`src/rtl/tap_pkg.sv`:
```
package tap_pkg;

   typedef enum logic [3:0] {
      TS_RESET, TS_IDLE,
      TS_SEL_DR, TS_CAP_DR, TS_SHF_DR, TS_EX1_DR, TS_PAU_DR, TS_EX2_DR, TS_UPD_DR,
      TS_SEL_IR, TS_CAP_IR, TS_SHF_IR, TS_EX1_IR, TS_PAU_IR, TS_EX2_IR, TS_UPD_IR
   } tap_state_t;

   typedef enum logic [1:0] {
      PATH_BYPASS, PATH_IDENT, PATH_BOUND, PATH_BIST
   } dr_path_t;

   function automatic tap_state_t tap_next(input tap_state_t s, input logic m);
      case (s)
         TS_RESET:  return m ? TS_RESET  : TS_IDLE;
         TS_IDLE:   return m ? TS_SEL_DR : TS_IDLE;
         TS_SEL_DR: return m ? TS_SEL_IR : TS_CAP_DR;
         TS_CAP_DR: return m ? TS_EX1_DR : TS_SHF_DR;
         TS_SHF_DR: return m ? TS_EX1_DR : TS_SHF_DR;
         TS_EX1_DR: return m ? TS_UPD_DR : TS_PAU_DR;
         TS_PAU_DR: return m ? TS_EX2_DR : TS_PAU_DR;
         TS_EX2_DR: return m ? TS_UPD_DR : TS_SHF_DR;
         TS_UPD_DR: return m ? TS_SEL_DR : TS_IDLE;
         TS_SEL_IR: return m ? TS_RESET  : TS_CAP_IR;
         TS_CAP_IR: return m ? TS_EX1_IR : TS_SHF_IR;
         TS_SHF_IR: return m ? TS_EX1_IR : TS_SHF_IR;
         TS_EX1_IR: return m ? TS_UPD_IR : TS_PAU_IR;
         TS_PAU_IR: return m ? TS_EX2_IR : TS_PAU_IR;
         TS_EX2_IR: return m ? TS_UPD_IR : TS_SHF_IR;
         TS_UPD_IR: return m ? TS_SEL_DR : TS_IDLE;
         default:   return TS_RESET;
      endcase
   endfunction

endpackage

```
`src/rtl/tap_fsm.sv`:
```
module tap_fsm
   import tap_pkg::*;
(
   input  logic       jclk,
   input  logic       jrst_n,
   input  logic       jmode,
   output tap_state_t st
);

   always_ff @(posedge jclk or negedge jrst_n) begin
      if (!jrst_n) st <= TS_RESET;
      else         st <= tap_next(st, jmode);
   end

endmodule

```
`src/rtl/tap_ir.sv`:
```
module tap_ir
   import tap_pkg::*;
#(
   parameter int                IR_LEN     = 7,
   parameter logic [IR_LEN-1:0] CAPT_PAT   = 7'b0000001,
   parameter logic [IR_LEN-1:0] OP_EXTEST  = 7'b0000000,
   parameter logic [IR_LEN-1:0] OP_SAMPLE  = 7'b0000001,
   parameter logic [IR_LEN-1:0] OP_IDCODE  = 7'b0000010,
   parameter logic [IR_LEN-1:0] OP_CLAMP   = 7'b0000100,
   parameter logic [IR_LEN-1:0] OP_RUNBIST = 7'b0000111,
   parameter logic [IR_LEN-1:0] OP_HIGHZ   = 7'b0001000,
   parameter logic [IR_LEN-1:0] OP_BYPASS  = 7'b1111111,
   parameter bit                ID_PRESENT = 1'b1
) (
   input  logic              jclk,
   input  logic              jrst_n,
   input  logic              jdi,
   input  tap_state_t        st,
   output logic              ir_lsb,
   output logic [IR_LEN-1:0] instr,
   output dr_path_t          path,
   output logic              pin_mode,
   output logic              hiz
);

   localparam logic [IR_LEN-1:0] RST_OP = ID_PRESENT ? OP_IDCODE : OP_BYPASS;

   logic [IR_LEN-1:0] ir_sr;

   always_ff @(posedge jclk or negedge jrst_n) begin
      if (!jrst_n)               ir_sr <= CAPT_PAT;
      else if (st == TS_CAP_IR)  ir_sr <= CAPT_PAT;
      else if (st == TS_SHF_IR)  ir_sr <= {jdi, ir_sr[IR_LEN-1:1]};
   end

   always_ff @(posedge jclk or negedge jrst_n) begin
      if (!jrst_n)               instr <= RST_OP;
      else if (st == TS_RESET)   instr <= RST_OP;
      else if (st == TS_UPD_IR)  instr <= ir_sr;
   end

   assign ir_lsb = ir_sr[0];

   always_comb begin
      path     = PATH_BYPASS;
      pin_mode = 1'b0;
      hiz      = 1'b0;
      if (instr == OP_EXTEST) begin
         path     = PATH_BOUND;
         pin_mode = 1'b1;
      end else if (instr == OP_SAMPLE) begin
         path = PATH_BOUND;
      end else if (instr == OP_IDCODE && ID_PRESENT) begin
         path = PATH_IDENT;
      end else if (instr == OP_RUNBIST) begin
         path = PATH_BIST;
      end else if (instr == OP_CLAMP) begin
         pin_mode = 1'b1;
      end else if (instr == OP_HIGHZ) begin
         pin_mode = 1'b1;
         hiz      = 1'b1;
      end
   end

endmodule

```
`src/rtl/tap_id_reg.sv`:
```
module tap_id_reg #(
   parameter int                VER_W  = 4,
   parameter int                PART_W = 16,
   parameter int                MFR_W  = 11,
   parameter logic [VER_W-1:0]  ID_VER  = 4'b0001,
   parameter logic [PART_W-1:0] ID_PART = 16'b1000001100000010,
   parameter logic [MFR_W-1:0]  ID_MFR  = 11'b00000001001
) (
   input  logic jclk,
   input  logic jrst_n,
   input  logic jdi,
   input  logic cap,
   input  logic shf,
   output logic lsb
);

   localparam int ID_W = VER_W + PART_W + MFR_W + 1;
   localparam logic [ID_W-1:0] ID_WORD = {ID_VER, ID_PART, ID_MFR, 1'b1};

   if (ID_W != 32) begin : g_bad_width
      $error("identity word must total 32 bits");
   end

   logic [ID_W-1:0] sr;

   always_ff @(posedge jclk or negedge jrst_n) begin
      if (!jrst_n)  sr <= ID_WORD;
      else if (cap) sr <= ID_WORD;
      else if (shf) sr <= {jdi, sr[ID_W-1:1]};
   end

   assign lsb = sr[0];

endmodule

```
`src/rtl/jtag_tap_ctrl.sv`:
```
module jtag_tap_ctrl
   import tap_pkg::*;
#(
   parameter int                IR_LEN     = 7,
   parameter logic [IR_LEN-1:0] CAPT_PAT   = 7'b0000001,
   parameter logic [IR_LEN-1:0] OP_EXTEST  = 7'b0000000,
   parameter logic [IR_LEN-1:0] OP_SAMPLE  = 7'b0000001,
   parameter logic [IR_LEN-1:0] OP_IDCODE  = 7'b0000010,
   parameter logic [IR_LEN-1:0] OP_CLAMP   = 7'b0000100,
   parameter logic [IR_LEN-1:0] OP_RUNBIST = 7'b0000111,
   parameter logic [IR_LEN-1:0] OP_HIGHZ   = 7'b0001000,
   parameter logic [IR_LEN-1:0] OP_BYPASS  = 7'b1111111,
   parameter bit                ID_PRESENT = 1'b1,
   parameter int                VER_W      = 4,
   parameter int                PART_W     = 16,
   parameter int                MFR_W      = 11,
   parameter logic [VER_W-1:0]  ID_VER     = 4'b0001,
   parameter logic [PART_W-1:0] ID_PART    = 16'b1000001100000010,
   parameter logic [MFR_W-1:0]  ID_MFR     = 11'b00000001001
) (
   input  logic              jclk,
   input  logic              jrst_n,
   input  logic              jmode,
   input  logic              jdi,
   input  logic              bnd_so,
   input  logic              bist_so,
   output logic              jdo,
   output logic              jdo_en,
   output logic              bnd_sel,
   output logic              bist_sel,
   output logic              dr_capture,
   output logic              dr_shift,
   output logic              dr_update,
   output logic              pin_mode,
   output logic              hiz,
   output logic [IR_LEN-1:0] instr
);

   if (IR_LEN < 2) begin : g_bad_irlen
      $error("instruction register needs at least two bits");
   end
   if (CAPT_PAT[1:0] != 2'b01) begin : g_bad_capt
      $error("capture pattern must end in 01");
   end
   if (OP_BYPASS != {IR_LEN{1'b1}}) begin : g_bad_bypass
      $error("bypass opcode must be all ones");
   end

   tap_state_t st;
   dr_path_t   path;
   logic       ir_lsb;
   logic       id_lsb;
   logic       byp_q;
   logic       dr_bit;
   logic       shf_ir;

   tap_fsm i_fsm (
      .jclk   (jclk),
      .jrst_n (jrst_n),
      .jmode  (jmode),
      .st     (st)
   );

   tap_ir #(
      .IR_LEN     (IR_LEN),
      .CAPT_PAT   (CAPT_PAT),
      .OP_EXTEST  (OP_EXTEST),
      .OP_SAMPLE  (OP_SAMPLE),
      .OP_IDCODE  (OP_IDCODE),
      .OP_CLAMP   (OP_CLAMP),
      .OP_RUNBIST (OP_RUNBIST),
      .OP_HIGHZ   (OP_HIGHZ),
      .OP_BYPASS  (OP_BYPASS),
      .ID_PRESENT (ID_PRESENT)
   ) i_ir (
      .jclk     (jclk),
      .jrst_n   (jrst_n),
      .jdi      (jdi),
      .st       (st),
      .ir_lsb   (ir_lsb),
      .instr    (instr),
      .path     (path),
      .pin_mode (pin_mode),
      .hiz      (hiz)
   );

   assign dr_capture = (st == TS_CAP_DR);
   assign dr_shift   = (st == TS_SHF_DR);
   assign dr_update  = (st == TS_UPD_DR);
   assign shf_ir     = (st == TS_SHF_IR);
   assign bnd_sel    = (path == PATH_BOUND);
   assign bist_sel   = (path == PATH_BIST);

   if (ID_PRESENT) begin : g_ident
      tap_id_reg #(
         .VER_W   (VER_W),
         .PART_W  (PART_W),
         .MFR_W   (MFR_W),
         .ID_VER  (ID_VER),
         .ID_PART (ID_PART),
         .ID_MFR  (ID_MFR)
      ) i_id (
         .jclk   (jclk),
         .jrst_n (jrst_n),
         .jdi    (jdi),
         .cap    (dr_capture && path == PATH_IDENT),
         .shf    (dr_shift && path == PATH_IDENT),
         .lsb    (id_lsb)
      );
   end else begin : g_no_ident
      assign id_lsb = 1'b0;
   end

   always_ff @(posedge jclk or negedge jrst_n) begin
      if (!jrst_n)                                 byp_q <= 1'b0;
      else if (dr_capture && path == PATH_BYPASS)  byp_q <= 1'b0;
      else if (dr_shift && path == PATH_BYPASS)    byp_q <= jdi;
   end

   always_comb begin
      case (path)
         PATH_IDENT: dr_bit = id_lsb;
         PATH_BOUND: dr_bit = bnd_so;
         PATH_BIST:  dr_bit = bist_so;
         default:    dr_bit = byp_q;
      endcase
   end

   always_ff @(negedge jclk or negedge jrst_n) begin
      if (!jrst_n) begin
         jdo    <= 1'b0;
         jdo_en <= 1'b0;
      end else begin
         jdo_en <= shf_ir || dr_shift;
         if (shf_ir)        jdo <= ir_lsb;
         else if (dr_shift) jdo <= dr_bit;
      end
   end

endmodule

```
`config.mk`:
```
export PLATFORM = sky130hd
export DESIGN_NAME = jtag_tap_ctrl
export DESIGN_NICKNAME = d
export VERILOG_FILES = /design/src/rtl/tap_pkg.sv /design/src/rtl/tap_fsm.sv /design/src/rtl/tap_ir.sv /design/src/rtl/tap_id_reg.sv /design/src/rtl/jtag_tap_ctrl.sv
export SDC_FILE = /design/constraint.sdc
export NUM_CORES = 1
export LEC_CHECK = 0
export BUFFER_PORTS_ARGS = -buffer_cell sky130_fd_sc_hd__buf_2
export CAP_MARGIN = 20
export CORE_ASPECT_RATIO = 1.25
export CORE_MARGIN = 2
export CORE_UTILIZATION = 25
export DETAILED_ROUTE_END_ITERATION = 10
export HOLD_SLACK_MARGIN = 0.03
export PLACE_DENSITY = 0.48
export SLEW_MARGIN = 40
export SYNTH_ARGS = -nofsm -noshare
export SYNTH_HDL_FRONTEND = slang
export SYNTH_SLANG_ARGS = --single-unit
export TNS_END_PERCENT = 5
```
`constraint.sdc`:
```
create_clock -name jclk -period 2.75 [get_ports jclk]
set_input_delay 0.1375 -clock jclk [delete_from_list [all_inputs] [get_ports jclk]]
set_output_delay 0.1375 -clock jclk [all_outputs]
set_load 0.02 [all_outputs]
```
# == Word level (Yosys, flattened, before mapping) ==
# Index checks and enable logic that the tools add are counted.
# classes
n_eq_ne,23
mux,39
reduce_logical,16
# op_table
op,n
$mux 32,2
$pmux 4 s12,1
$eq 4x4->1 const B,8
$mux 7,4
$mux 1,18
$eq 4x3->1 const B,4
$mux 4,4
$eq 7x3->1 const B,2
$mux 2,7
$reduce_bool 2->1,5
$eq 4x2->1 const B,2
$eq 7x1->1 const B,1
$eq 7x2->1 const B,1
$eq 7x4->1 const B,1
$logic_not 7->1,1
$mux 3,2
$eq 2x2->1 const B,2
$eq 4x1->1 const B,1
$logic_and 1x1->1,4
$logic_not 4->1,1
$reduce_or 2->1,2
$pmux 1 s3,1
$reduce_or 3->1,1
$eq 2x1->1 const B,1
2 further kinds,2
# word_totals
reg_bits,53

# == Logic depth before layout (Yosys ltp) ==
# depth
word_depth,9
mapped_depth,8
depth_no_buf,6

# == Modules after synthesis ==
# A second synthesis with hierarchy kept.
# unflattened
hier_cells,240
area_unflattened_um2,2571.2
# by_module_without_submodules
module,n_inst,cells_per_inst,area_per_inst_um2,seq_area_each_um2
tap_id_reg,1,103,1342.5,810.8
tap_ir,1,77,676.9,352.8
tap_fsm,1,37,314.1,100.1
jtag_tap_ctrl,1,23,237.7,75.1

==> key figures <==
Status
  – Run status: finished with violations
  – Failing checks: setup timing

Yosys
  – Area contributors post-synth: dfrtp_1 (39%), nand2_1 (11%), dfstp_2 (10%)
  – Async S/R FF share, synth: 100%
  – Synth Area in Simple Gates: 21.0%
  – Synth Instances: 283
  – Yosys top cell area share: 39.3%
  – YS warnings: 0
  – Synth Cell Area: 0.00261 mm²
  – Synth top cells by count: nand2_1 (75), dfrtp_1 (41), o21ai_2 (28)
  – Post-synth cell types: 45
  – Largest family of logic cells by synthesized area: compound AO/OA/AOI/OAI gates
  – Most common cell in the netlist: nand2_1
  – Post-synthesis net count: 289
  – Area leader, netlist: dfrtp_1
  – Post-synthesis adder-cell area fraction: 0%
  – Mapped Avg Cell Area: 9.24 µm²
  – XOR/XNOR share of the synthesized area: 0.335%
  – Ys flop type: dfrtp_1
  – EDFF count, synth: 0
  – Post-synthesis mux area share: 0%
  – Register area share after synthesis: 51.2%
  – Fraction of the mapped netlist area in compound gates: 22.1%
  – FF+latch count, synth: 53

Setup path
  – CP Class: register to register
  – Setup crit start kind: register
  – Critical Path RT: 1.53 ns
  – Worst setup EP type: register
  – Critical Path Fanout Max: 3
  – Data arrival, critical path: 1.59 ns

Floorplan
  – Die area: 0.0113 mm²
  – FP Rows: 41
  – Initial Utilization: 25.7%
  – Core area: 0.0102 mm²
  – Die Span Y: 118 µm
  – Die width: 95.5 µm
  – IO Count: 22

Drt
  – Antenna Nets Post-Route: 0
  – Vias: 1984
  – Total wire length: 5.46 mm
  – WL/cell: 12.3 µm
  – DR pass1 iterations: 4
  – Routed vias/inst: 4.46
  – DRC: 0
  – 1st-iter DRT viols: 60

Placement
  – Placement Cell Area: 0.00296 mm²
  – PortBufs: 21
  – Placer congestion estimate: 0.812
  – DP HPWL: 3.91 mm

Timing
  – RSZ-0062 raised after global routing: true
  – TNS Setup: -0.0618 ns
  – Final setup viols: 1
  – Final hold vios: 0
  – Final max-slew violation count: 0
  – Post-route worst setup slack: -0.0618 ns
  – Clock skew: 0.0216 ns
  – Worst Tran Pin Value: 0.751 ns
  – Relative slew margins: 49.9%

Clocking
  – CTS Sinks: 53
  – Clk root buf: clkbuf_16
  – Clk_lat worst skew: 0.30 ns
  – Num CTS Buffers: 5
  – Clock transition at path regs: 0.07 ns
  – H-tree depth: 2
  – CTS max path bufs: 2
  – CTS tree: done

Hold path
  – Hold Crit Class: input pin to register

Layout
  – Share of layout cells above drive strength 1: 32.6%
  – ANT cells: 0
  – Area Overhead vs Synth: 20.5%
  – Final Cell Area: 0.00315 mm²
  – Final net count: 321
  – Fillers: 1085

Global routing
  – Initial antenna violation count: 0
  – Total Routing Usage GR: 10.6%
  – First-pass GRT wire length: 9.62 mm
  – Global route total overflow: 0
  – Vias in the first global route: 1932
  – Largest net degree at the start of global routing: 65

Run
  – Number of max-cap violations: 0

Power and ir drop
  – Maximum vdd drop: 0.406 mV
  – P_leak: 1.38 nW
  – Pwr dens: 1040 mW/mm²
-- per-stage QoR --
step	instances	hold WS, ns	setup slack (ns)	total power [mW]	utilization [%]
4_1_cts	445	0.114	-0.0743	3.34	31.0
6_report	445	0.117	-0.0618	3.29	31.0
5_1_grt	445	0.125	-0.102	3.59	31.0
3_3_place_gp	436	0.228	-0.142	2.57	29.1
2_1_floorplan	283	-0.158	-0.202	2.33	-
3_5_place_dp	436	0.217	-0.149	2.60	29.1
-- report_power, final --
| group | internal, mW | switching, mW |
|---|---|---|
| logic | 0.492 | 0.805 |
| clock network | 0.454 | 0.278 |
| registers | 1.08 | 0.180 |
| total | 2.02 | 1.26 |
-- repair_timing --
item                                    CTS  global route
endpoints found under the setup margin    1             1
setup buffers                             0             0
hold buffers                              1             0
hold endpoints to repair                 41             0
resized for setup                         1             0
pin swaps                                 1             0
-- path summary, 6_finish.rpt --
check / slack (ns) / depth (start not counted) / start / to
worst max-delay path: -0.06 / 3 / i_ir.instr[3] / jdo
worst min-delay path: 0.12 / 3 / jdi / g_ident.i_id.sr[31]
worst max register to register: -0.06 / 3 / i_ir.instr[3] / jdo
worst min register to register: 0.46 / 2 / g_ident.i_id.sr[1] / g_ident.i_id.sr[1]
max in group asynchronous: 1.16 / 2 / jrst_n / jdo
min in group asynchronous: 0.43 / 3 / jrst_n / g_ident.i_id.sr[15]
-- final cells by class --
cell class                 count  area (µm²)  share of cell area, %
inverter                       5        18.8                  0.596
sequential                    53        1340                   42.6
timing repair buffer          47         303                   9.61
clock inverter                 2        37.5                   1.19
clock buffer                   6         139                   4.41
tap                          129         161                   5.12
multi-input combinational    203        1150                   36.5
-- critical path, stage by stage, from the launching register on --
cell       delay (ns)
dfrtp_2          0.40
or4_4            0.55
a211o_1          0.24
o2bb2ai_1        0.11
-- flip-flops by register name, summed over array words and instances (netlist names) --
register         count
i_fsm.st             4
jdo                  1
i_ir.ir_sr           7
i_ir.instr           7
jdo_en               1
byp_q                1
g_ident.i_id.sr     32
-- kinds of logic after synthesis --
group / after synthesis
compound gates: 79
xor+xnor: 1
flops: 53
buf+inv: 27
simple gates: 123
-- per-layer routing --
layer  up-vias  track usage, %  wire (µm)
met5         -               0          0
met2        30            15.7       2450
met1       922            15.8       2780
li1       1028               -          -
met4         0            2.41         45
met3         4            2.42        187
-- layout by cell type, fill, tap and decap left out, drive strengths merged, types with 2 or more instances in the layout --
| master | synthesis | routed |
|---|---|---|
| nor2b | 2 | 2 |
| inv | 5 | 5 |
| dfstp | 10 | 10 |
| buf | 11 | 46 |
| a21boi | 2 | 2 |
| nand2b | 3 | 3 |
| dfrtn | 2 | 2 |
| clkbuf | 11 | 6 |
| a21oi | 10 | 10 |
| o22ai | 7 | 7 |
| o21a | 3 | 3 |
| o21ai | 45 | 45 |
| nand4 | 2 | 2 |
| or4 | 2 | 2 |
| nor3 | 3 | 3 |
| dfrtp | 41 | 41 |
| nor2 | 24 | 24 |
| a21o | 2 | 2 |
| o2bb2ai | 2 | 2 |
| nand2 | 75 | 75 |
| nand3 | 6 | 6 |
(Power assumes the default switching activity.)
